$ cat src/rtl/sfr_pkg.sv
package sfr_pkg;

    localparam int CHAR_W = 8;

    typedef enum logic [2:0] {
        PH_IDLE,
        PH_START,
        PH_DATA,
        PH_PARITY,
        PH_STOP,
        PH_HOLD
    } phase_e;

    typedef struct packed {
        logic [1:0] len_sel;
        logic       multi_stop;
        logic       par_en;
        logic       par_even;
        logic       par_stick;
    } frame_cfg_t;

    function automatic frame_cfg_t decode_cfg(input logic [5:0] c);
        frame_cfg_t f;
        f.len_sel    = c[1:0];
        f.multi_stop = c[2];
        f.par_en     = c[3];
        f.par_even   = c[4];
        f.par_stick  = c[5];
        return f;
    endfunction

    // index of the last data bit: length - 1
    function automatic logic [2:0] last_bit_idx(input frame_cfg_t f);
        return 3'(3'd4 + {1'b0, f.len_sel});
    endfunction

    function automatic logic [CHAR_W-1:0] len_mask(input frame_cfg_t f);
        return 8'hFF >> (2'd3 - f.len_sel);
    endfunction

    function automatic logic parity_bit(input frame_cfg_t f, input logic [CHAR_W-1:0] d);
        logic [CHAR_W-1:0] m;
        m = d & len_mask(f);
        if (f.par_stick) return ~f.par_even;
        if (f.par_even)  return ^m;
        return ~(^m);
    endfunction

endpackage

$ cat src/rtl/sfr_baud.sv
module sfr_baud #(
    parameter int DIV_W = 16
) (
    input  logic             clk,
    input  logic             rst_n,
    input  logic [DIV_W-1:0] divisor,
    output logic             tick
);

    typedef struct packed {
        logic [DIV_W-1:0] cnt;
        logic             tick;
    } baud_st_t;

    baud_st_t q, d;
    logic [DIV_W:0] cnt_inc;
    logic           wrap;

    always_comb begin
        d       = q;
        cnt_inc = {1'b0, q.cnt} + 1'b1;
        // zero and one both wrap every clock
        wrap    = cnt_inc >= {1'b0, divisor};
        d.cnt   = wrap ? '0 : cnt_inc[DIV_W-1:0];
        d.tick  = wrap;
    end

    always_ff @(posedge clk) begin
        if (!rst_n) q <= '0;
        else        q <= d;
    end

    assign tick = q.tick;

endmodule

$ cat src/rtl/sfr_tx.sv
module sfr_tx
    import sfr_pkg::*;
#(
    parameter int OVERSAMPLE = 16
) (
    input  logic              clk,
    input  logic              rst_n,
    input  logic              tick,
    input  logic              brk,
    input  frame_cfg_t        cfg,
    input  logic [CHAR_W-1:0] tx_data,
    input  logic              tx_valid,
    output logic              tx_ready,
    output logic              tx_line
);

    localparam int CNT_W = $clog2(OVERSAMPLE * 2);
    localparam logic [CNT_W-1:0] BIT_LAST    = CNT_W'(OVERSAMPLE - 1);
    localparam logic [CNT_W-1:0] STOP15_LAST = CNT_W'(OVERSAMPLE * 3 / 2 - 1);
    localparam logic [CNT_W-1:0] STOP2_LAST  = CNT_W'(OVERSAMPLE * 2 - 1);

    typedef struct packed {
        phase_e            phase;
        logic [CNT_W-1:0]  cnt;
        logic [CHAR_W-1:0] shreg;
        logic [2:0]        bitidx;
        frame_cfg_t        cfg;
        logic              par;
        logic              line;
    } tx_st_t;

    tx_st_t q, d;
    logic [CNT_W-1:0] stop_last;
    logic             unused_tx;

    assign unused_tx = q.cfg.par_even ^ q.cfg.par_stick;

    always_comb begin
        if (!q.cfg.multi_stop)         stop_last = BIT_LAST;
        else if (q.cfg.len_sel == 2'd0) stop_last = STOP15_LAST;
        else                           stop_last = STOP2_LAST;
    end

    always_comb begin
        d        = q;
        tx_ready = (q.phase == PH_IDLE) && !brk;
        if (brk) begin
            d.phase = PH_IDLE;
            d.cnt   = '0;
        end else begin
            unique case (q.phase)
                PH_IDLE: begin
                    if (tx_valid) begin
                        d.phase  = PH_START;
                        d.cnt    = '0;
                        d.shreg  = tx_data;
                        d.bitidx = '0;
                        d.cfg    = cfg;
                        d.par    = parity_bit(cfg, tx_data);
                    end
                end
                PH_START: begin
                    if (tick) begin
                        if (q.cnt == BIT_LAST) begin
                            d.phase = PH_DATA;
                            d.cnt   = '0;
                        end else begin
                            d.cnt = q.cnt + 1'b1;
                        end
                    end
                end
                PH_DATA: begin
                    if (tick) begin
                        if (q.cnt == BIT_LAST) begin
                            d.cnt   = '0;
                            d.shreg = q.shreg >> 1;
                            if (q.bitidx == last_bit_idx(q.cfg))
                                d.phase = q.cfg.par_en ? PH_PARITY : PH_STOP;
                            else
                                d.bitidx = q.bitidx + 1'b1;
                        end else begin
                            d.cnt = q.cnt + 1'b1;
                        end
                    end
                end
                PH_PARITY: begin
                    if (tick) begin
                        if (q.cnt == BIT_LAST) begin
                            d.phase = PH_STOP;
                            d.cnt   = '0;
                        end else begin
                            d.cnt = q.cnt + 1'b1;
                        end
                    end
                end
                PH_STOP: begin
                    if (tick) begin
                        if (q.cnt == stop_last) begin
                            d.phase = PH_IDLE;
                            d.cnt   = '0;
                        end else begin
                            d.cnt = q.cnt + 1'b1;
                        end
                    end
                end
                default: d.phase = PH_IDLE;
            endcase
        end

        // line level for the phase being entered
        if (brk) begin
            d.line = 1'b0;
        end else begin
            unique case (d.phase)
                PH_START:  d.line = 1'b0;
                PH_DATA:   d.line = d.shreg[0];
                PH_PARITY: d.line = d.par;
                default:   d.line = 1'b1;
            endcase
        end
    end

    always_ff @(posedge clk) begin
        if (!rst_n) begin
            q      <= '0;
            q.line <= 1'b1;
        end else begin
            q <= d;
        end
    end

    assign tx_line = q.line;

endmodule

$ cat src/rtl/sfr_rx.sv
module sfr_rx
    import sfr_pkg::*;
#(
    parameter int OVERSAMPLE  = 16,
    parameter int SYNC_STAGES = 2
) (
    input  logic              clk,
    input  logic              rst_n,
    input  logic              tick,
    input  frame_cfg_t        cfg,
    input  logic              rx_line,
    output logic [CHAR_W-1:0] rx_data,
    output logic              rx_valid,
    output logic              rx_parity_err,
    output logic              rx_frame_err,
    output logic              rx_break
);

    localparam int CNT_W = $clog2(OVERSAMPLE * 2);
    localparam logic [CNT_W-1:0] BIT_LAST = CNT_W'(OVERSAMPLE - 1);
    localparam logic [CNT_W-1:0] MID_LAST = CNT_W'(OVERSAMPLE / 2 - 1);

    typedef struct packed {
        logic [SYNC_STAGES-1:0] sync;
        phase_e                 phase;
        logic [CNT_W-1:0]       cnt;
        logic [CHAR_W-1:0]      shreg;
        logic [2:0]             bitidx;
        frame_cfg_t             cfg;
        logic                   par_seen;
        logic                   o_valid;
        logic [CHAR_W-1:0]      o_data;
        logic                   o_perr;
        logic                   o_ferr;
        logic                   o_brk;
    } rx_st_t;

    rx_st_t q, d;
    logic              line_s;
    logic [CHAR_W-1:0] aligned;
    logic              unused_rx;

    assign line_s    = q.sync[SYNC_STAGES-1];
    assign aligned   = q.shreg >> (2'd3 - q.cfg.len_sel);
    assign unused_rx = q.cfg.multi_stop;

    always_comb begin
        d         = q;
        d.sync    = {q.sync[SYNC_STAGES-2:0], rx_line};
        d.o_valid = 1'b0;
        d.o_perr  = 1'b0;
        d.o_ferr  = 1'b0;
        d.o_brk   = 1'b0;
        unique case (q.phase)
            PH_IDLE: begin
                if (!line_s) begin
                    d.phase  = PH_START;
                    d.cnt    = '0;
                    d.bitidx = '0;
                    d.shreg  = '0;
                    d.cfg    = cfg;
                end
            end
            PH_START: begin
                if (tick) begin
                    if (q.cnt == MID_LAST) begin
                        d.cnt   = '0;
                        d.phase = line_s ? PH_IDLE : PH_DATA;
                    end else begin
                        d.cnt = q.cnt + 1'b1;
                    end
                end
            end
            PH_DATA: begin
                if (tick) begin
                    if (q.cnt == BIT_LAST) begin
                        d.cnt   = '0;
                        d.shreg = {line_s, q.shreg[CHAR_W-1:1]};
                        if (q.bitidx == last_bit_idx(q.cfg))
                            d.phase = q.cfg.par_en ? PH_PARITY : PH_STOP;
                        else
                            d.bitidx = q.bitidx + 1'b1;
                    end else begin
                        d.cnt = q.cnt + 1'b1;
                    end
                end
            end
            PH_PARITY: begin
                if (tick) begin
                    if (q.cnt == BIT_LAST) begin
                        d.cnt      = '0;
                        d.par_seen = line_s;
                        d.phase    = PH_STOP;
                    end else begin
                        d.cnt = q.cnt + 1'b1;
                    end
                end
            end
            PH_STOP: begin
                if (tick) begin
                    if (q.cnt == BIT_LAST) begin
                        d.cnt     = '0;
                        d.o_valid = 1'b1;
                        d.o_data  = aligned;
                        d.o_perr  = q.cfg.par_en && (q.par_seen != parity_bit(q.cfg, aligned));
                        d.o_ferr  = !line_s;
                        d.o_brk   = !line_s && (aligned == '0) && !(q.cfg.par_en && q.par_seen);
                        d.phase   = line_s ? PH_IDLE : PH_HOLD;
                    end else begin
                        d.cnt = q.cnt + 1'b1;
                    end
                end
            end
            PH_HOLD: begin
                if (line_s) d.phase = PH_IDLE;
            end
            default: d.phase = PH_IDLE;
        endcase
    end

    always_ff @(posedge clk) begin
        if (!rst_n) begin
            q      <= '0;
            q.sync <= '1;
        end else begin
            q <= d;
        end
    end

    assign rx_data       = q.o_data;
    assign rx_valid      = q.o_valid;
    assign rx_parity_err = q.o_perr;
    assign rx_frame_err  = q.o_ferr;
    assign rx_break      = q.o_brk;

endmodule

$ cat src/rtl/serial_framer.sv
module serial_framer
    import sfr_pkg::*;
#(
    parameter int DIV_W       = 16,
    parameter int OVERSAMPLE  = 16,
    parameter int SYNC_STAGES = 2
) (
    input  logic              clk,
    input  logic              rst_n,
    input  logic [7:0]        line_ctl,
    input  logic [DIV_W-1:0]  divisor,
    input  logic [CHAR_W-1:0] tx_data,
    input  logic              tx_valid,
    output logic              tx_ready,
    output logic              tx_line,
    input  logic              rx_line,
    output logic [CHAR_W-1:0] rx_data,
    output logic              rx_valid,
    output logic              rx_parity_err,
    output logic              rx_frame_err,
    output logic              rx_break
);

    frame_cfg_t cfg;
    logic       tick;
    logic       unused_ctl;

    assign cfg        = decode_cfg(line_ctl[5:0]);
    // bit 7 is a register-access flag for the host side only
    assign unused_ctl = line_ctl[7];

    sfr_baud #(.DIV_W(DIV_W)) u_baud (
        .clk     (clk),
        .rst_n   (rst_n),
        .divisor (divisor),
        .tick    (tick)
    );

    sfr_tx #(.OVERSAMPLE(OVERSAMPLE)) u_tx (
        .clk      (clk),
        .rst_n    (rst_n),
        .tick     (tick),
        .brk      (line_ctl[6]),
        .cfg      (cfg),
        .tx_data  (tx_data),
        .tx_valid (tx_valid),
        .tx_ready (tx_ready),
        .tx_line  (tx_line)
    );

    sfr_rx #(.OVERSAMPLE(OVERSAMPLE), .SYNC_STAGES(SYNC_STAGES)) u_rx (
        .clk           (clk),
        .rst_n         (rst_n),
        .tick          (tick),
        .cfg           (cfg),
        .rx_line       (rx_line),
        .rx_data       (rx_data),
        .rx_valid      (rx_valid),
        .rx_parity_err (rx_parity_err),
        .rx_frame_err  (rx_frame_err),
        .rx_break      (rx_break)
    );

endmodule

$ cat config.mk
export PLATFORM = sky130hd
export DESIGN_NAME = serial_framer
export DESIGN_NICKNAME = d
export VERILOG_FILES = /design/src/rtl/sfr_pkg.sv /design/src/rtl/sfr_baud.sv /design/src/rtl/sfr_tx.sv /design/src/rtl/sfr_rx.sv /design/src/rtl/serial_framer.sv
export SDC_FILE = /design/constraint.sdc
export NUM_CORES = 1
export LEC_CHECK = 0
export ABC_AREA = 1
export CAP_MARGIN = 10
export CORE_MARGIN = 4
export CORE_UTILIZATION = 38
export CTS_CLUSTER_SIZE = 30
export DETAILED_ROUTE_END_ITERATION = 6
export DONT_BUFFER_PORTS = 1
export PLACE_DENSITY_LB_ADDON = 0.15
export SYNTH_ARGS = -nofsm -noshare
export SYNTH_HDL_FRONTEND = slang
export SYNTH_HIERARCHICAL = 1
export SYNTH_SLANG_ARGS = --single-unit
$ cat constraint.sdc
create_clock -name clk -period 2.53 [get_ports clk]
set_input_delay 0.1265 -clock clk [delete_from_list [all_inputs] [get_ports clk]]
set_output_delay 0.1265 -clock clk [all_outputs]
set_load 0.02 [all_outputs]
# [Word level (Yosys, flattened, before mapping)]
# Cells that the tools add are included.
[word_totals] out_inout_bits=14 ff_bits=84 inputBits=36 mem_bits_rw=0 mem_count=0 mem_bits_ro=0 latch_bits=0
[op_classes] bitwise=9 eq_ne=38 n_mux=76 n_shift=3 n_mul=0 add_sub_neg=9 magnitude_cmp=1 div_mod_pow=0 reduce_logical=33
[op_table] operator="$mux 8" count=7
[op_table] operator="$pmux 5 s5" count=2
[op_table] operator="$mux 3" count=16
[op_table] operator="$pmux 11 s2" count=2
[op_table] operator="$mux 19" count=2
[op_table] operator="$mux 11" count=3
[op_table] operator="$mux 1" count=30
[op_table] operator="$mux 26" count=1
[op_table] operator="$mux 25" count=1
[op_table] operator="$mux 5" count=5
[op_table] operator="$ne 2x2->1 const B" count=12
[op_table] operator="$eq 3x2->1 const B" count=6
[op_table] operator="$pmux 3 s6" count=1
[op_table] operator="$reduce_and 6->1" count=3
[op_table] operator="$add 16x1->17 const B" count=1
[op_table] operator="$ge 17x16->1" count=1
[op_table] operator="$and 8x8->8" count=2
[op_table] operator="$reduce_xor 8->1" count=2
[op_table] operator="$shr 8x2->8 const A" count=2
[op_table] operator="$pmux 3 s5" count=1
[op_table] operator="$ne 2x1->1 const B" count=7
[op_table] operator="$mux 12" count=1
[op_table] operator="$reduce_and 3->1" count=4
[op_table] operator="$reduce_and 11->1" count=1
[op_table] operator="28 further kinds" count=56

# [Depth between registers and ports, before layout]
# Gate-level depths: netlist of the first run.
[logic_depth] word_depth=16 ltp_mapped=17 ltp_nobuf=17

# [Cells and area by module]
# Netlist of the first run, hierarchy kept.
[by_module_without_submodules] module="sfr_rx" seq_area_each_um2=780.7 area_each_um2=2112.0 cells_each=294 n_inst=1
[by_module_without_submodules] module="sfr_tx" seq_area_each_um2=500.5 area_each_um2=1629.1 cells_each=248 n_inst=1
[by_module_without_submodules] module="sfr_baud" seq_area_each_um2=340.3 area_each_um2=1340.0 cells_each=197 n_inst=1

# [Worst setup path before layout of the first run]
# OpenSTA, ideal clock, no wires.
[synth_timing] path_kind="register to register" startpoint="register u_baud/q[1] (netlist name)" endpoint="register u_baud/q[7] (netlist name)" arrival_ns=2.437 period_less_slack_ns=2.499 setup_slack_ns=0.031 setup_ns=0.062 required_time_ns=2.468 stages_incl_launch_ff=17 path_cell_list="dfxtp_1 > ha_1 > nand2_1 > nor2_4 > nand2_4 > nor3_2 > nand2_1 > xor2_1 > inv_1 > ha_1 > nand2_1 > nor2_1 > a21boi_0 > nor2_1 > nand4_4 > buf_6 > nor2_2"
[synth_between] elab_chain_cells=3
[synth_rtl] element="from (decl)" line="sfr_baud.sv:15" source="baud_st_t q, d;"
[synth_rtl] element="from (signal assigned)" line="sfr_baud.sv:29" source="if (!rst_n) q <= '0;"
[synth_rtl] element="from (signal assigned)" line="sfr_baud.sv:30" source="else q <= d;"
[synth_rtl] element="$add 16x1->17" line="sfr_baud.sv:21" source="cnt_inc = {1'b0, q.cnt} + 1'b1;"
[synth_rtl] element="named net u_baud.cnt_inc[14]" line="sfr_baud.sv:16" source="logic [DIV_W:0] cnt_inc;"
[synth_rtl] element="$ge 17x16->1" line="sfr_baud.sv:23" source="wrap = cnt_inc >= {1'b0, divisor};"
[synth_rtl] element="$reduce_or 2->1 (no line)"
# The timed path passes the listed nets, and every way through them passes these cells.
# A chain may end at the register's enable or synchronous reset.

# [Worst setup path after layout of the first run]
[layout_timing] startpoint="register u_baud/q[2] (netlist name)" endpoint="register u_baud/q[6] (netlist name)"
# Same word-level chain as after synthesis.

==> qor.txt, run 1 <==
Fillers = 1291
Synthesized area = 5080 sq um
CP endpoint kind = register
First-pass GRT wire length = 20300 um
Initial Util = 0.395
Fraction of registers with async set/reset = 0
Post-Route WL = 12200 um
Hold crit path type = input port to register
Setup CP Type = register to register
Row cnt = 41
Fin crit period = 2.49 ns
CTS Sinks = 81
GPL Wtd Cong = 0.868
Slowest-stage cell, CP = dfxtp_4
Cell Pwr Density = 611 nW/um^2
Clk_skew = 0.00713 ns
Fin. Hold Viols = 0
Yosys warns = 6
Sequential cell area fraction in the yosys report = 0.319
Die Y = 124 um
DRT iter0 DRCs = 248
NumNets Final = 837
CP max FO = 8
Clock Pin Slew Worst Setup and Hold Paths = 0.06 ns
Die Wd = 124 um
# DRC = 0
Slew @ Worst Pin = 0.917 ns
Setup violators final = 0
Slowest stage delay, CP = 0.36 ns
H-tree levels = 3
Synth top area cells = dfxtp_1 32%, nand2_1 11%, inv_1 9.8%, ha_1 6.6%, a21oi_1 4.6%
GRT Total Usage = 0.167
Post-Syn Instances = 739
Worst VDD drop = 0.000297 V
Worst setup SP type = register
Max-cap viol count = 0
Synth top area share = 0.319
Area growth syn-to-layout = 18.9%
Post-synth top area cell = dfxtp_1
TritonCTS clock tree = done
Setup slack at placement = -0.152 ns
Vias/cell = 4.82
First-pass iteration count of the detailed router = 5
WP buf/inv = 2
Fmax achieved = 402 MHz
Die area = 15300 sq um
Worst hold slack = 0.0156 ns
Share of cells above drive strength 1 = 0.180
Total core area = 12900 sq um
Post-synth top cells = 154 x nand2_1, 132 x inv_1, 81 x dfxtp_1
Area occupied by multi-input gates = 2970 sq um
Vias = 4584
I/O Buffers = 0
Max Slew Vio Count = 0
Relative slew slack = 0.387
Worst Slack Setup Final = 0.0401 ns
Initial antenna violation count = 0
Net Count, Synth = 802
EDFF count, synth = 0
Worst path required time = 2.82 ns
Yosys reg bits = 81
Post-DP HPWL = 8820 um
Register Area = 1630 sq um
Wire length per cell = 12.8 um
Synthesized area per cell = 6.88 sq um
LEAKAGE = 2.68 nW
I/O pins = 50
Antenna violation net count after detailed routing = 0
Fin crit share = 0.984
Outcome = completed
RSZ-0062 raised after global routing = true
Largest net degree at the start of global routing = 23
Clock buffer count from CTS = 9
Clk buf depth = 2
Worst path cell trace = ha_4, nand2_4, nor2_4, nand2_4, nor3_4, nand2_1, xor2_1, inv_1, ha_4, nand2_4, nor2_4, a21boi_1, nor2_2, nand4_4, buf_12, nor2_4
Skew-Pair Late Insertion Delay = 0.35 ns
GRT overflow = 0
Clk root buf = clkbuf_16
Critical path arrival = 2.78 ns
Count leader, synth = nand2_1
Netlist cell types = 52
Vias in the first global route = 4526
# diodes = 0
CP delay by family, top = simple AND/OR/NAND/NOR gates
Top FF cell, synth = dfxtp_1
final cells by class:
class | count | area share
sequential | 81 | 0.270
multi-input combinational | 494 | 0.492
tap | 172 | 0.0356
clock buffer | 11 | 0.0385
inverter | 146 | 0.0919
clock inverter | 5 | 0.00932
timing repair buffer | 42 | 0.0634
timing repair:
action	in CTS	in global routing
pin swaps	8	18
setup buffers	6	3
resized for setup	16	40
endpoints found under the hold margin	31	0
gates cloned	1	0
endpoints found under the setup margin	16	17
hold buffers	14	0
report_power, final:
| group | leakage, nW | switching (W) | internal, W |
|---|---|---|---|
| combinational | 1.88 | 0.000630 | 0.000336 |
| clock | 0.139 | 0.000558 | 0.000764 |
| sequential | 0.659 | 0.0000604 | 0.00134 |
routing by layer:
metal / share of wire / vias up / track usage
met4: 0.021 / 0 / 0.0768
met2: 0.48 / 73 / 0.284
met3: 0.036 / 18 / 0.0300
li1: - / 2409 / -
met1: 0.46 / 2084 / 0.206
met5: 0 / - / 0
per-stage QoR:
stage / cell area (sq um) / power [W] / TNS (ns) / util / instances
final: 6040 / 0.00369 / 0 / 0.469 / 951
after global routing: 6040 / 0.00390 / -2.04 / 0.469 / 951
after CTS: 5910 / 0.00373 / 0 / 0.459 / 951
after detailed placement: 5330 / 0.00235 / -2.06 / 0.414 / 914
after global placement: 5330 / 0.00233 / -0.870 / 0.414 / 914
after floorplan: 5080 / 0.00218 / 0 / - / 739
sequential cells by signal (all words and copies together), names as in the netlist:
register and count:
u_rx/line_s 1, u_rx/rx_data 8, u_tx/q 24, u_baud/q 16, u_rx/rx_valid 1, u_rx/rx_parity_err 1, u_rx/q 25, u_baud/tick 1
u_tx/tx_line 1, u_rx/rx_frame_err 1, u_rx/d 1, u_rx/rx_break 1
cells in the final DEF, fill, tap and decap left out, types with 3 or more instances in the layout:
cell type	count
a211oi_1	6
a211oi_2	3
a21oi_1	47
buf_4	24
clkbuf_16	9
dfxtp_1	78
dlygate4sd3_1	14
ha_1	23
ha_4	4
inv_1	131
inv_2	12
inv_4	3
nand2_1	152
nand2_2	9
nand2_4	5
nand3_1	41
nand3_2	5
nand4_1	5
nor2_1	50
nor2_2	18
nor2_4	18
nor3_1	7
o21ai_0	43
o21ai_1	6
o22ai_1	14
xnor2_1	4
xor2_1	6
final timing paths:
| kind | from | to | slack [ns] | cells past startpoint |
|---|---|---|---|---|
| max | u_baud/q[2]$_SDFF_PP0_ | u_baud/q[6]$_SDFF_PP0_ | 0.04 | 16 |
| min | tx_data[5] | u_tx/q[16]$_SDFFE_PN0P_ | 0.02 | 2 |
| max reg2reg | u_baud/q[2]$_SDFF_PP0_ | u_baud/q[6]$_SDFF_PP0_ | 0.04 | 16 |
| min reg2reg | u_rx/d[39]$_SDFF_PN1_ | u_rx/line_s$_SDFF_PN1_ | 0.43 | 1 |
kinds of logic after synthesis:
kind of cell | count (synthesis) | synth area share
AND/OR/NAND/NOR | 324 | 0.308
buffers and inverters | 164 | 0.135
AO/OA/AOI/OAI | 130 | 0.149
flip-flops | 81 | 0.319
adder cells (fa/ha/maj) | 27 | 0.0665
XOR/XNOR | 13 | 0.0224
worst reg2reg max path, cell delays in order, from the launching register on:
cell and delay [ns]:
dfxtp_4 0.36, ha_4 0.15, nand2_4 0.05, nor2_4 0.11
nand2_4 0.07, nor3_4 0.19, nand2_1 0.09, xor2_1 0.18
inv_1 0.11, ha_4 0.26, nand2_4 0.07, nor2_4 0.03
a21boi_1 0.12, nor2_2 0.18, nand4_4 0.16, buf_12 0.18
nor2_4 0.10
No activity file was read; power rests on OpenSTA's default activity.
==> run 2: changes to the inputs <==
- CORE_UTILIZATION: 38 -> 51
- clock period: 2.53 -> 2.2 ns (I/O delays scaled with it)
==> run 2 against run 1 <==
  * Fmax barely moved
  * First-iteration DRC count rose by 3.2%
  * Critical path depth did not move
  * The flow now finishes with violations (setup timing)
  * Largest cell class unchanged
  * Clock power fell by 15%
  * Largest power group unchanged
==> qor.txt, run 2 (synthesis gave the netlist of run 1 again) <==
Outcome = complete, but fails checks
Failing checks = setup timing
GRT Total Usage = 0.211
Slew @ Worst Pin = 0.640 ns
Worst VDD drop = 0.000340 V
Die Wd = 108 um
Max Slew Vio Count = 0
Critical Path Most Common Cell = nand2_4
GRT overflow = 0
Fin. Hold Viols = 0
CP max FO = 8
Clock buffer count from CTS = 9
Area occupied by multi-input gates = 3030 sq um
DRT iter0 DRCs = 256
RSZ-0062 raised after global routing = true
# DRC = 0
Critical path arrival = 2.79 ns
Biggest regs = u_rx/q: 25 flops, u_tx/q: 24 flops, u_baud/q: 16 flops
Hold Path Depth = 5
Area growth syn-to-layout = 20.3%
Setup CP Type = register to register
Worst setup SP type = register
Antenna violation net count after detailed routing = 0
Clock Pin Slew Worst Setup and Hold Paths = 0.09 ns
Relative slew slack = 0.572
Worst Slack Setup Final = -0.291 ns
Max-cap viol count = 0
Skew-Pair Late Insertion Delay = 0.36 ns
Fin crit period = 2.49 ns
Fin crit share = 1.13
TritonCTS clock tree = done
Total core area = 9730 sq um
Cell Pwr Density = 634 nW/um^2
Max FFs per register = 25
Fillers = 907
NumNets Final = 855
Row cnt = 36
Hold crit path type = input port to register
CTS Sinks = 81
Vias = 4699
Reg2Reg Depth = 16
Worst path required time = 2.50 ns
I/O Buffers = 0
LEAKAGE = 2.73 nW
Clk root buf = clkbuf_8
Share of cells above drive strength 1 = 0.213
Wire length per cell = 12.8 um
Area of all placed cells without fillers = 6110 sq um
Vias/cell = 5.05
# diodes = 0
Commonest non-fill, non-tap cell in the layout = nand2_1
Largest net degree at the start of global routing = 21
Initial Util = 0.522
Register Area = 1630 sq um
First-pass GRT wire length = 19700 um
First-pass iteration count of the detailed router = 5
Die area = 11600 sq um
Dpl cell area = 5420 sq um
Initial antenna violation count = 0
Setup violators final = 17
H-tree levels = 3
Vias in the first global route = 4481
Clk_skew = 0.00467 ns
GPL Wtd Cong = 0.848
Biggest register = u_rx/q
Fmax achieved = 402 MHz
Post-Route WL = 11900 um
Most frequent cells in the layout = 147 x nand2_1, 130 x inv_1, 77 x dfxtp_1, 50 x nor2_1, 46 x a21oi_1
CP endpoint kind = register
Clk buf depth = 2
Slowest stage delay, CP = 0.38 ns
I/O pins = 50
Post-DP HPWL = 8470 um
Worst path cell trace = ha_4, nand2_4, nor2_4, nand2_4, nor3_4, nand2_2, xor2_2, inv_1, ha_4, nand2_4, nor2_2, a21boi_2, nor2_2, nand4_4, clkbuf_16, nor2_1
Setup slack at placement = -0.430 ns
Slowest-stage cell, CP = dfxtp_4
Die Y = 108 um
[run 2: area by class of cell]
cell class / instances / share of cell area
clock buffers: 9 / 0.0203
clock inverters: 7 / 0.0125
inverters: 146 / 0.0913
multi-input cells: 494 / 0.495
flip-flops and latches: 81 / 0.267
well taps: 133 / 0.0272
repair buffers: 60 / 0.0870
[run 2: path summary, 6_finish.rpt]
path	slack [ns]	startpoint	to
setup / recovery	-0.29	u_baud/q[1]$_SDFF_PP0_	u_baud/q[9]$_SDFF_PP0_
hold / removal	0.04	line_ctl[4]	u_tx/q[1]$_SDFF_PN0_
setup reg to reg	-0.29	u_baud/q[1]$_SDFF_PP0_	u_baud/q[9]$_SDFF_PP0_
hold reg to reg	0.43	u_rx/d[39]$_SDFF_PN1_	u_rx/line_s$_SDFF_PN1_
[run 2: where the power goes]
group	leakage [nW]	switching [W]	internal, W
Sequential	0.659	0.0000723	0.00154
Combinational	1.97	0.000716	0.000423
Clock	0.0962	0.000591	0.000532
[run 2: per-stage QoR]
step	hold slack, ns	cells	TNS, ns	total power [W]	utilization
floorplan	0.179	739	-1.59	0.00252	-
global placement	0.201	890	-5.47	0.00266	0.557
detailed placement	0.191	890	-6.50	0.00269	0.557
CTS	0.00703	928	-4.35	0.00388	0.602
global route	0.0418	930	-7.41	0.00413	0.628
finish	0.0442	930	-4.59	0.00388	0.628
[run 2: routing by layer]
layer	global-route usage	vias up	wire, um
met2	0.365	72	5990
met3	0.0468	15	433
met5	0	-	0
met4	0.0748	0	196
met1	0.257	2158	5270
li1	-	2454	-
[run 2: critical path: cells and delay by family, from the launching register on]
family                   cells  cell delay (ns)
AO/OA/AOI/OAI                1             0.15
XOR/XNOR                     1             0.17
adder cells (fa/ha/maj)      2             0.38
buffers and inverters        2             0.30
flip-flops                   1             0.38
AND/OR/NAND/NOR             10             1.07
[run 2: what timing repair did]
action | 4_1_cts | 5_1_grt
setup buffers | 3 | 1
resized for setup | 4 | 53
setup endpoints to repair | 17 | 20
hold endpoints to repair | 33 | 0
hold buffers | 19 | 0
gates cloned | 0 | 1
pin swaps | 4 | 10
==> run 3: changes to the inputs <==
- CORE_UTILIZATION: 51 -> 50
==> run 3 against run 2 <==
  * The flow finishes with violations (hold timing, setup timing)
  * Combinational power about the same
  * Fmax is 0.13% higher
  * Sequential cell count did not move
  * Clock-buffer cell count up 4
  * Sequential share of layout area down 0.15 points
  * Die area increased by 1.8%
  * Cell area is 0.57% higher
  * Sequential power about the same
  * Non-clock buffer count is 5 higher
  * First-iteration DRC count fell by 4.7%
  * Critical path type unchanged
  * Highest routed layer is now met5
==> qor.txt, run 3 (synthesis gave the netlist of run 1 again) <==
Outcome = complete, but fails checks
Failing checks = hold timing, setup timing
GRT Total Usage = 0.216
LEAKAGE = 2.74 nW
R2R Path Start = u_baud/q[1]$_SDFF_PP0_
Core Util, Final = 0.626
Worst path required time = 2.44 ns
Initial Util = 0.517
Clock Pin Slew Worst Setup and Hold Paths = 0.08 ns
Die Wd = 109 um
Clock buffer count from CTS = 9
I/O pins = 50
Max-cap viol count = 0
Vias = 4807
Largest net degree at the start of global routing = 29
Die Y = 109 um
Vias/cell = 5.14
Hold crit path type = input port to register
Post-DP HPWL = 8780 um
CP max FO = 6
Post-Route WL = 12400 um
Worst setup SP type = register
Relative slew slack = 0.583
Total core area = 9820 sq um
CP endpoint kind = register
Area occupied by multi-input gates = 3000 sq um
Fillers = 911
H-tree levels = 3
Sum Neg Setup Slack = -4.45 ns
Skew-Pair Late Insertion Delay = 0.35 ns
Slowest-stage cell, CP = dfxtp_4
First-pass iteration count of the detailed router = 6
# diodes = 0
Clk root buf = clkbuf_8
Crit Reg-Reg Endpoint = u_baud/q[6]$_SDFF_PP0_
Clk_skew = 0.0134 ns
Fin. Hold Viols = 14
# DRC = 0
Post-CTS Hold Fix Bufs = 17
Clk buf depth = 2
Overall Power = 0.00395 W
Critical path arrival = 2.73 ns
Area growth syn-to-layout = 21.0%
Row cnt = 36
Biggest regs = u_rx/q: 25 flops, u_tx/q: 24 flops, u_baud/q: 16 flops
Fin crit share = 1.13
Share of cells above drive strength 1 = 0.219
Initial antenna violation count = 1
Commonest non-fill, non-tap cell in the layout = nand2_1
Biggest register = u_rx/q
Fmax achieved = 402 MHz
Die area = 11800 sq um
R2R Setup Slk = -0.29 ns
Max Slew Vio Count = 0
DRT iter0 DRCs = 244
First-pass GRT wire length = 20800 um
Register Area = 1630 sq um
Max FFs per register = 25
Setup slack at placement = -0.465 ns
Worst path cell trace = ha_4, nand2_4, nor2_4, buf_6, inv_1, nor2_2, xnor2_2, inv_1, ha_4, nand2_1, nor2_2, nand2_1, o21ai_1, nand2_1, nand4_4, buf_12, nor2_2
CTS Sinks = 81
Cell Pwr Density = 643 nW/um^2
I/O Buffers = 0
Most frequent cells in the layout = 146 x nand2_1, 128 x inv_1, 77 x dfxtp_1, 52 x nor2_1, 46 x a21oi_1
Worst Slack Setup Final = -0.288 ns
Slowest stage delay, CP = 0.38 ns
Wire length per cell = 13.3 um
Fin crit period = 2.49 ns
Setup violators final = 17
Worst VDD drop = 0.000419 V
CP Capture Point = u_baud/q[6]$_SDFF_PP0_
Setup CP Type = register to register
Vias in the first global route = 4801
GPL Wtd Cong = 0.826
TritonCTS clock tree = done
Reg2Reg Depth = 17
Critical path launch point = u_baud/q[1]$_SDFF_PP0_
NumNets Final = 860
GRT overflow = 0
Slew @ Worst Pin = 0.625 ns
Worst hold slack = -0.170 ns
Antenna violation net count after detailed routing = 0
RSZ-0062 raised after global routing = true
## run 3: cell type report
| cell class | count | share of cell area |
|---|---|---|
| sequential | 81 | 0.265 |
| tap | 133 | 0.0271 |
| timing repair buffer | 65 | 0.0934 |
| inverter | 146 | 0.0904 |
| clock inverter | 3 | 0.00753 |
| multi-input combinational | 494 | 0.489 |
| clock buffer | 13 | 0.0277 |
## run 3: timing repair
item / in CTS / in global routing
endpoints found under the setup margin: 17 / 31
hold endpoints to repair: 33 / 14
pin swaps: 14 / 13
gates cloned: 1 / 0
gates resized for setup: 19 / 37
setup buffers: 8 / 2
## run 3: how the worst min path moves through the flow
stage	start	end	depth (start not counted)
floorplan	rst_n	u_tx/tx_line$_SDFF_PN1_	1
global placement	rst_n	u_tx/tx_line$_SDFF_PN1_	1
detailed placement	rst_n	u_tx/tx_line$_SDFF_PN1_	1
CTS	rst_n	u_tx/tx_line$_SDFF_PN1_	1
global route	rst_n	u_tx/tx_line$_SDFF_PN1_	1
finish	rst_n	u_tx/tx_line$_SDFF_PN1_	1
## run 3: routing by layer
metal  global-route usage  up-vias  share of wire
li1                     -     2454              -
met1                0.250     2256           0.42
met4               0.0730        2          0.017
met2                0.401       73           0.53
met5                    0        -        0.00056
met3               0.0343       22          0.030
## run 3: per-stage QoR
step / std cells / cell area, sq um
final: 935 / 6150
after detailed placement: 891 / 5430
after global placement: 891 / 5430
after global routing: 935 / 6150
after CTS: 933 / 6000
after floorplan: 739 / 5120
## run 3: where the power goes
group / internal [W] / total [W] / switching, W
Clock: 0.000628 / 0.00117 / 0.000547
Sequential: 0.00154 / 0.00161 / 0.0000717
Combinational: 0.000430 / 0.00117 / 0.000735
## run 3: critical path, delay by kind of cell (launching register included)
family | cells | cell delay (ns)
XOR/XNOR | 1 | 0.16
adder cells (fa/ha/maj) | 2 | 0.43
flip-flops | 1 | 0.38
AND/OR/NAND/NOR | 9 | 0.86
AO/OA/AOI/OAI | 1 | 0.13
buffers and inverters | 4 | 0.42
